==> src/rtl/dit_pkg.sv <==
`timescale 1ns/1ps
package dit_pkg;
  localparam int unsigned BYTE_W = 8;
  localparam int unsigned CNT_W  = 2 * BYTE_W;

  typedef enum logic [1:0] {
    REG_LO    = 2'd0,
    REG_HI    = 2'd1,
    REG_START = 2'd2,
    REG_SNAP  = 2'd3
  } reg_sel_e;

  // Next counter value: start beats everything, otherwise step or reload on enable
  function automatic logic [CNT_W-1:0] dit_next_count(
    input logic [CNT_W-1:0] cur,
    input logic [CNT_W-1:0] rel,
    input logic             en,
    input logic             start
  );
    if (start)       return rel;
    if (!en)         return cur;
    if (cur == '0)   return rel;
    return cur - 1'b1;
  endfunction

  // Replace one byte lane of a word
  function automatic logic [CNT_W-1:0] dit_put_byte(
    input logic [CNT_W-1:0]  word,
    input logic              upper,
    input logic [BYTE_W-1:0] b
  );
    logic [CNT_W-1:0] r;
    r = word;
    if (upper) r[CNT_W-1:BYTE_W] = b;
    else       r[BYTE_W-1:0]     = b;
    return r;
  endfunction
endpackage

==> src/rtl/dit_prescaler.sv <==
`timescale 1ns/1ps
module dit_prescaler #(
  parameter int unsigned DIV = 25
) (
  input  logic clk,
  input  logic rst_n,
  output logic tick_o
);
  localparam int unsigned PW = (DIV > 1) ? $clog2(DIV) : 1;

  generate
    if (DIV <= 1) begin : g_pass
      assign tick_o = 1'b1;
    end else begin : g_div
      logic [PW-1:0] cnt_q;
      assign tick_o = (cnt_q == PW'(DIV - 1));

      always_ff @(posedge clk or negedge rst_n) begin
        if (!rst_n)      cnt_q <= '0;
        else if (tick_o) cnt_q <= '0;
        else             cnt_q <= cnt_q + 1'b1;
      end


      tick_spacing_chk: assert property (@(posedge clk) disable iff (!rst_n)
        tick_o |=> !tick_o);
    end
  endgenerate
endmodule

==> src/rtl/dit_timer_core.sv <==
`timescale 1ns/1ps
module dit_timer_core
  import dit_pkg::*;
(
  input  logic              clk,
  input  logic              rst_n,
  input  logic              tick_i,
  input  logic              wr_lo_i,
  input  logic              wr_hi_i,
  input  logic              start_i,
  input  logic              snap_i,
  input  logic [BYTE_W-1:0] wdata_i,
  output logic [CNT_W-1:0]  snap_o,
  output logic              irq_o
);
  logic [CNT_W-1:0] count_q, reload_q, snap_q, count_d;
  logic             irq_q;

  // Named internal events
  logic zero_hit;
  logic step_en;
  assign zero_hit = tick_i && !start_i && (count_q == '0);
  assign step_en  = tick_i && !start_i && (count_q != '0);
  assign count_d  = dit_next_count(count_q, reload_q, tick_i, start_i);

  always_ff @(posedge clk or negedge rst_n) begin
    if (!rst_n) begin
      count_q  <= '0;
      reload_q <= '0;
      snap_q   <= '0;
      irq_q    <= 1'b0;
    end else begin
      count_q <= count_d;
      if (wr_lo_i)      reload_q <= dit_put_byte(reload_q, 1'b0, wdata_i);
      else if (wr_hi_i) reload_q <= dit_put_byte(reload_q, 1'b1, wdata_i);
      if (snap_i)       snap_q   <= count_q;
      irq_q <= zero_hit;
    end
  end

  assign snap_o = snap_q;
  assign irq_o  = irq_q;


  hold_between_ticks_chk: assert property (@(posedge clk) disable iff (!rst_n)
    (!tick_i && !start_i) |=> $stable(count_q));

  step_down_chk: assert property (@(posedge clk) disable iff (!rst_n)
    step_en |=> (count_q == $past(count_q) - 1'b1) && !irq_o);

  irq_cause_chk: assert property (@(posedge clk) disable iff (!rst_n)
    irq_o |-> ($past(count_q) == '0) && (count_q == $past(reload_q)) && $past(tick_i));

  lo_byte_only_chk: assert property (@(posedge clk) disable iff (!rst_n)
    wr_lo_i |=> reload_q[CNT_W-1:BYTE_W] == $past(reload_q[CNT_W-1:BYTE_W]));

  start_load_chk: assert property (@(posedge clk) disable iff (!rst_n)
    start_i |=> (count_q == $past(reload_q)) && !irq_o);

  snap_capture_chk: assert property (@(posedge clk) disable iff (!rst_n)
    snap_i |=> snap_o == $past(count_q));
endmodule

==> src/rtl/dual_interval_timer.sv <==
`timescale 1ns/1ps
module dual_interval_timer
  import dit_pkg::*;
#(
  parameter int unsigned NUM_TIMERS   = 2,
  parameter int unsigned PRESCALE_DIV = 25,
  localparam int unsigned SEL_W  = (NUM_TIMERS > 1) ? $clog2(NUM_TIMERS) : 1,
  localparam int unsigned ADDR_W = SEL_W + 2
) (
  input  logic                  clk,
  input  logic                  rst_n,
  input  logic                  bus_wr,
  input  logic [ADDR_W-1:0]     bus_addr,
  input  logic [BYTE_W-1:0]     bus_wdata,
  output logic [BYTE_W-1:0]     bus_rdata,
  output logic [NUM_TIMERS-1:0] irq
);
  logic             tick;
  reg_sel_e         reg_sel;
  logic [SEL_W-1:0] tmr_idx;
  logic [CNT_W-1:0] snap [NUM_TIMERS];

  assign reg_sel = reg_sel_e'(bus_addr[1:0]);
  assign tmr_idx = bus_addr[ADDR_W-1:2];

  dit_prescaler #(.DIV(PRESCALE_DIV)) u_presc (
    .clk    (clk),
    .rst_n  (rst_n),
    .tick_o (tick)
  );

  for (genvar t = 0; t < NUM_TIMERS; t++) begin : g_tmr
    logic hit;
    assign hit = bus_wr && (tmr_idx == SEL_W'(t));

    dit_timer_core u_core (
      .clk     (clk),
      .rst_n   (rst_n),
      .tick_i  (tick),
      .wr_lo_i (hit && (reg_sel == REG_LO)),
      .wr_hi_i (hit && (reg_sel == REG_HI)),
      .start_i (hit && (reg_sel == REG_START)),
      .snap_i  (hit && (reg_sel == REG_SNAP)),
      .wdata_i (bus_wdata),
      .snap_o  (snap[t]),
      .irq_o   (irq[t])
    );
  end

  always_comb begin
    bus_rdata = '0;
    if (int'(tmr_idx) < int'(NUM_TIMERS)) begin
      case (reg_sel)
        REG_LO:  bus_rdata = snap[tmr_idx][BYTE_W-1:0];
        REG_HI:  bus_rdata = snap[tmr_idx][CNT_W-1:BYTE_W];
        default: bus_rdata = '0;
      endcase
    end
  end


  strobe_read_zero_chk: assert property (@(posedge clk) disable iff (!rst_n)
    bus_addr[1] |-> bus_rdata == '0);
endmodule

==> config.mk <==
export PLATFORM = sky130hd
export DESIGN_NAME = dual_interval_timer
export DESIGN_NICKNAME = d
export VERILOG_FILES = /design/src/rtl/dit_pkg.sv /design/src/rtl/dit_prescaler.sv /design/src/rtl/dit_timer_core.sv /design/src/rtl/dual_interval_timer.sv
export SDC_FILE = /design/constraint.sdc
export NUM_CORES = 1
export LEC_CHECK = 0
export BUFFER_PORTS_ARGS = -buffer_cell sky130_fd_sc_hd__buf_2
export CAP_MARGIN = 25
export CORE_MARGIN = 10
export CORE_UTILIZATION = 49
export CTS_CLUSTER_SIZE = 10
export DETAILED_ROUTE_END_ITERATION = 16
export PLACE_DENSITY_LB_ADDON = 0.08
export SETUP_SLACK_MARGIN = 0.05
export SYNTH_ARGS = -nofsm -noshare
export SYNTH_HDL_FRONTEND = slang
export SYNTH_SLANG_ARGS = --single-unit
==> constraint.sdc <==
create_clock -name clk -period 2.1 [get_ports clk]
set_input_delay 0.105 -clock clk [delete_from_list [all_inputs] [get_ports clk]]
set_output_delay 0.105 -clock clk [all_outputs]
set_load 0.005 [all_outputs]
-- Yosys cells after proc, flatten, opt, wreduce, memory -nomap -nowiden
Index checks and enable logic that the tools add are counted.
- register bits after elaboration: 103
- output and inout bits: 10
- add/sub/neg operators: 3
- $lt $le $gt $ge: 1
- equal/unequal tests: 4
- multiplexer cells: 30
- bitwise operators: 4
- reduce and logical (&&, ||, !) cells: 21
- operator list (kind ; number):
    16-bit two-way mux ; 15
    16-bit logical NOT ; 2
    16-bit by 1-bit subtractor with 16-bit output (second input constant) ; 2
    8-bit two-way mux ; 2
    8-bit case mux with 2 select lines ; 1
    1-bit logical AND ; 14
    1-bit two-way mux ; 11
    5-bit by 1-bit adder with 5-bit output (second input constant) ; 1
    5-bit equality test (second input constant) ; 1
    5-bit two-way mux ; 1
    2-bit equality test (second input constant) ; 2
    2-bit AND reduction ; 2
    1-bit NOT ; 3
    2-bit by 1-bit equality test with 1-bit output (second input constant) ; 1
    2-bit greater-or-equal comparator (second input constant) ; 1
    1-bit logical NOT ; 2
    2-bit logical NOT ; 1
    1-bit NOT with 2-bit output ; 1

-- Logic depth before layout (Yosys ltp)
Gate-level depths: netlist of the first run.
- word-level depth: 10
- gate-level depth with buffers: 10
- depth with buffers taken out: 7

-- Hierarchy
From an unflattened synthesis of the first run, not the netlist that was laid out.
- cell total of the unflattened synthesis: 519
- area, all modules: 5560.3 um^2
- modules (own cells, without submodules) (module ; times used ; cells an instance ; area an instance (um^2) ; sequential area each (um^2)):
    dit_timer_core ; 2 ; 226 ; 2492.4 ; 1226.2
    dual_interval_timer ; 1 ; 43 ; 309.0 ; 0.0
    dit_prescaler ; 1 ; 24 ; 266.5 ; 125.1

-- Worst setup path before layout of the first run
Ideal clock, no wire load.
- path type: flip-flop to flip-flop
- start: reg g_tmr[1].u_core.count_q[0]
- end: reg g_tmr[1].u_core.count_q[10]
- arrival: 1980 ps
- data required time: 1979 ps
- path slack: -1 ps
- stages on the path, launching flop included: 8
- clock period less this slack: 2101 ps
- cell sequence: dfrtp_1 > inv_1 > ha_1 > or3b_2 > or2_2 > nor4_1 > a31oi_1 > o22a_1
- longest elaborated chain between the ends: 7
- RTL lines (element ; RTL line ; source):
    start, declared ; dit_timer_core.sv:16 ; logic [CNT_W-1:0] count_q, reload_q, snap_q, count_d;
    start signal, assigned ; dit_timer_core.sv:33 ; count_q <= count_d;
    parallel branches: the longest is 4 deep, another holds 16-bit by 1-bit subtractor with 16-bit output ; n/a ;
    16-bit two-way mux * ; dit_pkg.sv:23 ; return cur - 1'b1;
    16-bit two-way mux * ; dit_pkg.sv:22 ; if (cur == '0) return rel;
    16-bit two-way mux * ; dit_pkg.sv:21 ; if (!en) return cur;
Mark *: on every way between the ends. The select of a mux whose other input is x is not followed.
A chain may end at the register's enable or synchronous reset.

-- Worst setup path after layout of the first run
- start: reg u_presc.g_div.cnt_q[0]
- end: reg g_tmr[1].u_core.count_q[7]
- longest elaborated chain between the ends: 6
- RTL lines (element ; RTL line ; source):
    start, declared ; dit_prescaler.sv:15 ; logic [PW-1:0] cnt_q;
    start signal, assigned ; dit_prescaler.sv:21 ; else cnt_q <= cnt_q + 1'b1;
    5-bit equality test * ; dit_prescaler.sv:16 ; assign tick_o = (cnt_q == PW'(DIV - 1));
    16-bit two-way mux ; dit_pkg.sv:21 ;
    16-bit two-way mux ; dit_pkg.sv:22 ;
    16-bit two-way mux ; dit_pkg.sv:23 ;
    16-bit two-way mux * ; dit_pkg.sv:22 ;
    16-bit two-way mux * ; dit_pkg.sv:21 ;
Mark *: on every way between the ends. The rest lies on a longest branch, timed or not. The select of a mux whose other input is x is not followed.

==> results of run 1 <==
[state kept, by name, summed over array words and instances, names as in the netlist]
signal	count
g_tmr.u_core.irq_o	2
g_tmr.u_core.reload_q	32
u_presc.g_div.cnt_q	5
g_tmr.u_core.count_q	32
g_tmr.u_core.snap_o	32
[logic make-up after synthesis]
group,Yosys count,share of synthesized area (%)
flip-flops,103,49.3
buffers and inverters,46,4.64
multiplexers,62,15.0
AO/OA/AOI/OAI,89,11.3
adder cells (fa/ha/maj),6,1.44
XOR/XNOR,2,0.335
AND/OR/NAND/NOR,160,18.0
[cell usage after synthesis (all sizes together) (3+ instances only)]
cell type,n,share of area (%)
a21oi,9,0.93
a221o,4,0.79
a22oi,9,1.3
a311o,3,0.57
a31oi,4,0.48
and2,4,0.53
and3,4,0.48
buf,23,3.0
clkbuf,8,0.57
dfrtp,103,49
ha,6,1.4
inv,15,1.1
mux2,52,11
mux4,8,3.4
nand2,39,2.8
nand3,23,2.2
nand4,13,1.8
nand4b,5,0.84
nor2,16,1.1
nor2b,8,0.96
nor3,15,1.5
nor3b,4,0.77
nor4,12,2.3
o211ai,5,0.72
o21ai,35,3.3
o22a,3,0.50
o311ai,4,0.67
o41ai,4,0.67
or3,4,0.48
[area by class of cell]
type	instances	area [sq um]
flip-flops and latches	103	2580
repair buffers	77	581
clock buffers	10	128
multi-input cells	319	2500
inverters	15	56.3
clock inverters	5	82.6
fillers	919	4280
well taps	136	170
[per-stage QoR]
| step | setup WS, ns | hold WS (ns) |
|---|---|---|
| 6_report | 0.115 | 0.0126 |
| 3_3_place_gp | 0.0682 | 0.221 |
| 2_1_floorplan | 0.0676 | -0.191 |
| 5_1_grt | 0.0251 | 0.00314 |
| 4_1_cts | 0.0473 | 0.00239 |
| 3_5_place_dp | -0.00462 | 0.219 |
[report_power, final]
group          leakage, nW  total, W  switching [W]  internal [W]
clock network        0.107   0.00135       0.000682      0.000670
logic                 1.24   0.00145       0.000678      0.000774
registers             1.24   0.00296       0.000491       0.00247
total                 2.58   0.00576        0.00185       0.00391
[per-layer routing]
| layer | track usage, % | vias to the layer above |
|---|---|---|
| met3 | 4.88 | 13 |
| met1 | 27.5 | 1958 |
| met2 | 26.7 | 91 |
| met4 | 4.95 | 0 |
| li1 | - | 1857 |
| met5 | 0 | - |
[placed cells by master (no fill, tap or decap), types with 5 or more instances in the layout]
cell type | netlist | routed
a21oi_1 | 8 | 8
nand2_1 | 39 | 37
ha_1 | 6 | 5
dfrtp_1 | 103 | 102
nor2_1 | 16 | 16
buf_4 | 7 | 48
mux2_2 | 52 | 52
buf_2 | 11 | 22
nor2b_1 | 8 | 8
nand3_1 | 23 | 23
mux4_2 | 8 | 8
clkbuf_8 | 0 | 9
nor3_1 | 14 | 13
a22oi_1 | 9 | 9
inv_1 | 15 | 13
o21ai_1 | 4 | 5
nor4_1 | 6 | 5
o21ai_0 | 31 | 30
nand4_1 | 11 | 11
nand4b_1 | 5 | 5
o211ai_1 | 5 | 5
[worst min path at each step]
stage | slack (ns) | from | end
3_5_place_dp | 0.22 | rst_n | g_tmr[1].u_core.snap_o[6]
2_1_floorplan | -0.19 | rst_n | g_tmr[0].u_core.count_q[0]
3_3_place_gp | 0.22 | rst_n | g_tmr[1].u_core.snap_o[8]
5_1_grt | 0.003 | bus_wdata[6] | g_tmr[1].u_core.reload_q[14]
6_report | 0.01 | bus_wdata[4] | g_tmr[0].u_core.reload_q[12]
4_1_cts | 0.002 | bus_wdata[3] | g_tmr[1].u_core.reload_q[3]
[critical path, stage by stage (launching register included)]
cell      delay, ns
dfrtp_1        0.40
inv_1          0.06
ha_1           0.22
nand4b_1       0.20
nand2_1        0.17
buf_4          0.21
buf_4          0.17
nand2_1        0.09
o21ai_0        0.09
a311o_1        0.27
[timing repair]
item / in CTS / in global routing
buffers inserted: 0 / 2
endpoints found under the hold margin: 104 / 1
resized for setup: 6 / 15
setup endpoints to repair: 11 / 20
hold buffers: 2 / 1
pin swaps: 0 / 3
==> summary.md, run 1 <==
The sum of negative setup slack was 0 ns. Using the TritonRoute via totals, the vias-per-cell ratio works out to 5.89. The tools report the overall overflow remaining after global route as 0.

The logs give 0 for the final number of setup-violating endpoints and 0 for the antenna cell count. The number of enable flip-flop cells after synthesis is 0. The tools report the core box area as 10,400 sq um. Setup repair after global routing could not meet its margin everywhere. The root buffer cell chosen for the clock tree is clkbuf_8. Timing would allow up to 0.504 GHz. The most used flip-flop cell after synthesis is dfrtp_1. For this block, the routed nets add up to 13,500 um of wire.

After legalization and detailed placement, the total HPWL measured 10,000 um. The tools report the number of max-capacitance violations reported as 0. The number of sinks driven by the clock tree was 103; the routed wirelength normalized by instance count was 20.2 um. The highest fanout seen on the critical path was 10. The count of unresolved DRC violations after routing was 0; the die area was 15,200 sq um. The critical path startpoint category is a flip-flop. After routing the design area is 6090 sq um. The cell count after synthesis is 468. During synthesis, Yosys emitted a total of 0 warnings. The number of global-route vias before repair was 3,911. Detailed routing placed a total of 5830 um of wire on met2. The wire length of the first global-routing pass was 21,700 um; the share of synthesized flip-flops with an asynchronous set or reset was 100%. The mean instance size in the synthesized netlist came out at 11.2 sq um.

The die span in y works out to 123 um. The logs give 2.38 ns for the required time of the worst setup path and 5230 sq um for the post-synth design cell area. The classification of the worst-slack hold path is input pin to flip-flop. For this run, the register share of the synthesized area comes to 49.3%. In this run the remaining antenna-violating nets after routing total 0. The count of cells in the finished layout, fillers not included, comes to 665. The worst register-to-register path has a depth of 9. The final hold violation count is 0, and the global-route usage over all layers is 18.7%. The number of buffers created by CTS was 9. Counting I/O delays and the setup requirement, the final critical path takes 1.99 ns. The clock transition at the register clock pins on the worst setup and hold paths after CTS was 0.10 ns; the layout overhead on the synthesized area was 16.5%.

Count of different cell masters after synthesis: 61. Once the floorplan was initialized, standard cells occupied 50.4% of the core. The number of violations reported at the end of detailed-routing iteration 0 is 412. The worst hold path passes through 2 cells. Power spread over the standard cell area amounts to 946 nW/um^2. In this run the worst setup path begins at u_presc.g_div.cnt_q[0]. In this run the count of I/O pins placed on the die edge is 24. The count of port buffers added during placement came out at 23. On the final layout, the worst clock skew is 0.0102 ns. The width of the die is 123 um, and the arrival time at the worst endpoint is 2.27 ns. Once layout is complete, the utilization of the core stands at 58.8%. After layout, the worst path uses 94.5% of the clock period. The tools report the critical register-to-register path endpoint as g_tmr[1].u_core.count_q[7].

Counting along the longest clock path gives a buffer depth of 2. The category of the critical setup timing path was flip-flop to flip-flop. Synthesis inferred 103 register bits.

TritonCTS built the clock tree. The source of the worst register-to-register timing path is u_presc.g_div.cnt_q[0]. Summing internal, switching and leakage power gives 0.00576 W. Headroom to the max-slew limit came out at 62.8%.

The run finished with clean final reports. The tools report the number of pins with negative max-slew slack in the final report as 0. STA classifies the critical path endpoint as a flip-flop. The floorplan has 37 rows.

The logs give 646 for the post-placement cell count and 488 for the synthesized net count. The register-to-register setup slack is 0.11 ns. After detailed routing, the wire length on met1 is 6680 um. The critical path endpoint is g_tmr[1].u_core.count_q[7].

CTS built an H-tree with a depth of 3. The logs give 5 for the length of the first detailed-routing pass in iterations and 545 for the number of nets in the layout. The share of layout cells above drive strength 1 was 33.5%; the pin count of the biggest net entering global routing was 104. Routability-driven placement finished with a final weighted congestion of 0.886. After detailed routing, no signal wire sits above met4. Across the VDD grid, the largest voltage drop is 0.624 mV.

After detailed placement, the total cell area comes to 5760 sq um. Summing over every cut layer, the via total after detailed routing is 3,919. Wire segments on met3 add up to 769 um in the final route. The tools report the leakage power figure as 2.58 nW. For the pin with the worst max-slew slack, the measured transition is 0.558 ns. The tools report the number of antenna violations at the first check in global routing as 0.

The clock latency on the worst-skew pair was 0.39 ns.
Power figures use the tool's default switching activity.
==> run 2, diff against run 1 <==
--- a/config.mk
+++ b/config.mk
@@ -12,6 +12,7 @@
 export CTS_CLUSTER_SIZE = 10
 export DETAILED_ROUTE_END_ITERATION = 16
 export PLACE_DENSITY_LB_ADDON = 0.08
+export RECOVER_POWER = 25
 export SETUP_SLACK_MARGIN = 0.05
 export SYNTH_ARGS = -nofsm -noshare
 export SYNTH_HDL_FRONTEND = slang
==> run 2 against run 1 <==
  * Via count rose by 0.15%
  * Die area did not move
  * Global-route usage did not move
  * Register-to-register slack barely moved
  * Non-clock buffer count did not move
  * Total power barely moved
  * Clock-buffer cell count did not move
  * Critical endpoint unchanged
  * Largest power group unchanged
==> summary.md, run 2 (synthesized netlist as in run 1, its figures left out) <==
The share of total power dissipated in combinational logic is 25.2%. Length of the first detailed-routing pass in iterations: 5. For the pin with the worst max-slew slack, the measured transition is 1.40 ns. The global-route usage over all layers is 18.7%, and the register-to-register setup slack is 0.12 ns. Overall power consumption after layout is estimated at 0.00576 W. The starting utilization of the core area was 50.4%. At the end of routability-driven placement, the weighted congestion stood at 0.886.

After layout, the minimum clock period comes to 1.98 ns. The count of buffers added on input and output ports is 23. The required time of the worst setup path is 2.38 ns, and the die span in y is 123 um.

The flow ran to the end, and the final reports show no timing, DRC or antenna violations. The first global-routing pass estimated 21,700 um of wire. Placed wire-length estimate after detailed placement: 10,000 um.

Leaving out fill and tap cells, the most frequent cell in the layout is dfrtp_1. The number of clock buffers added by TritonCTS is 9. The die covers 15,200 sq um.

The routed wirelength normalized by instance count came out at 20.2 um. The via count was 3,925; the net switching component of the power was 0.00185 W. The areal power density over the cells came out at 947 nW/um^2. The number of pins with negative max-slew slack in the final report was 0.

After clock tree synthesis, the clock-pin slew on the worst setup and hold paths is 0.10 ns. 24 I/O pins were placed. In the final design database the tool counted 545 nets.

Max-cap violations in this run came to 0. Once layout is complete, the utilization of the core stands at 58.7%. Setup violations remaining at the end of the flow were counted as 0. The highest fanout seen on the critical path was 10; the antenna cell count was 0. At the later pin of the worst-skew pair, clock insertion delay measures 0.39 ns. For this design the static power due to leakage is 2.58 nW. The die is 123 um wide. The tree is rooted in a clkbuf_8. The total placed instance area came out at 5760 sq um. The worst setup path is of the flip-flop to flip-flop kind. The maximum buffer depth of the clock tree was 2; the maximum VDD drop was 0.624 mV.

The post-route fraction of the period consumed by the critical path was 94.5%. The core region is 10,400 sq um. For the final database, setup skew stands at 0.00994 ns.

For this run, design rule violations remaining after detail routing come to 0. Final hold violation count: 0. Cell internal power was estimated by the tool at 0.00391 W.

After detailed routing, the total wire length is 13,400 um. The run gives 3,911 as the number of global-route vias before repair. Setup repair after global routing could not meet its margin everywhere.

The finished cells cover 6080 sq um. STA classifies the critical path startpoint as a flip-flop. Entering global routing, the biggest net connects 104 pins. From synthesis to final layout, the design area changed by 16.3%. TritonCTS built the clock tree. The tools report the kind of capture point of the worst setup path as a flip-flop. The number of antenna violations at the first check in global routing is 0, and the normalized max-slew margin is 6.63%. The run gives 0.115 ns as the final worst setup slack. The detailed router finished its first iteration with 412 violations. The run gives 37 as the count of standard-cell rows. The path class of the tightest hold or removal check is input pin to flip-flop. Summed over all layers, the global routing overflow is 0. In this run the remaining antenna-violating nets after routing total 0.

Summed over all failing endpoints, the final setup total negative slack is 0 ns. In the layout the commonest cells are dfrtp_1 (102), mux2_2 (52), buf_4 (47). The clock network burns 23.5% of the power. In the routed layout, each cell is associated on average with a via count of 5.90. Before CTS, the worst setup slack after placement is -0.00462 ns.

The logs give 2.26 ns for the arrival time at the worst endpoint and 103 for the number of sinks driven by the clock tree. The tools report the number of levels the H-tree was split into as 3. Fill cells in the final layout number 920. Net switching is 32.1% of the power.

Sequential cells burn 51.4% of the power. The post-route netlist has 33.5% of its cells at a drive strength greater than 1. Based on the critical path, the design can be clocked at up to 0.504 GHz.
run 2: per-stage QoR:
stage	cells	hold WS (ns)
after floorplan	468	-0.191
after global placement	646	0.221
after detailed placement	646	0.219
after CTS	663	0.00239
after global routing	665	0.00314
final	665	0.0124
run 2: critical path, stage by stage (launching register included):
cell and delay (ns):
dfrtp_1 0.40, inv_1 0.06, ha_1 0.22, nand4b_1 0.20, nand2_1 0.17, buf_4 0.21
buf_4 0.17, nand2_1 0.09, o21ai_0 0.09, a311o_1 0.27
run 2: metal layers:
metal,global-route usage [%],up-vias,share of wire (%)
li1,-,1858,-
met2,26.7,97,43
met5,0,-,0
met3,4.88,13,6.1
met4,4.95,0,1.3
met1,27.5,1957,49
run 2: path summary, 6_finish.rpt:
check,endpoint,start,depth (start not counted)
setup / recovery,g_tmr[1].u_core.count_q[7],u_presc.g_div.cnt_q[0],9
hold / removal,g_tmr[0].u_core.reload_q[12],bus_wdata[4],2
setup reg to reg,g_tmr[1].u_core.count_q[7],u_presc.g_div.cnt_q[0],9
hold reg to reg,g_tmr[1].u_core.snap_o[2],g_tmr[1].u_core.snap_o[2],2
max in group asynchronous,g_tmr[1].u_core.count_q[8],rst_n,3
min in group asynchronous,g_tmr[1].u_core.snap_o[7],rst_n,3
run 2: cell type report:
cell class | count | area, sq um | share of cell area, %
Clock buffer | 10 | 128 | 2.10
Sequential cell | 103 | 2580 | 42.4
Inverter | 15 | 56.3 | 0.926
Clock inverter | 5 | 82.6 | 1.36
Multi-Input combinational cell | 319 | 2500 | 41.1
Timing Repair Buffer | 77 | 568 | 9.34
Tap cell | 136 | 170 | 2.80
run 2: power by group through the flow:
stage	Clock [W]	Sequential, W	Combinational, W
3_3_place_gp	0	0.00295	0.00135
6_report	0.00135	0.00296	0.00145
5_1_grt	0.00149	0.00303	0.00161
2_1_floorplan	0	0.00277	0.000934
3_5_place_dp	0	0.00297	0.00137
4_1_cts	0.00139	0.00293	0.00140
run 2: timing repair:
item | CTS | global route
gates resized for setup | 6 | 15
hold endpoints to repair | 104 | 1
setup endpoints to repair | 11 | 20
cloned | 0 | 0
pin swaps | 0 | 3
buffers inserted | 0 | 2
hold buffers | 2 | 1
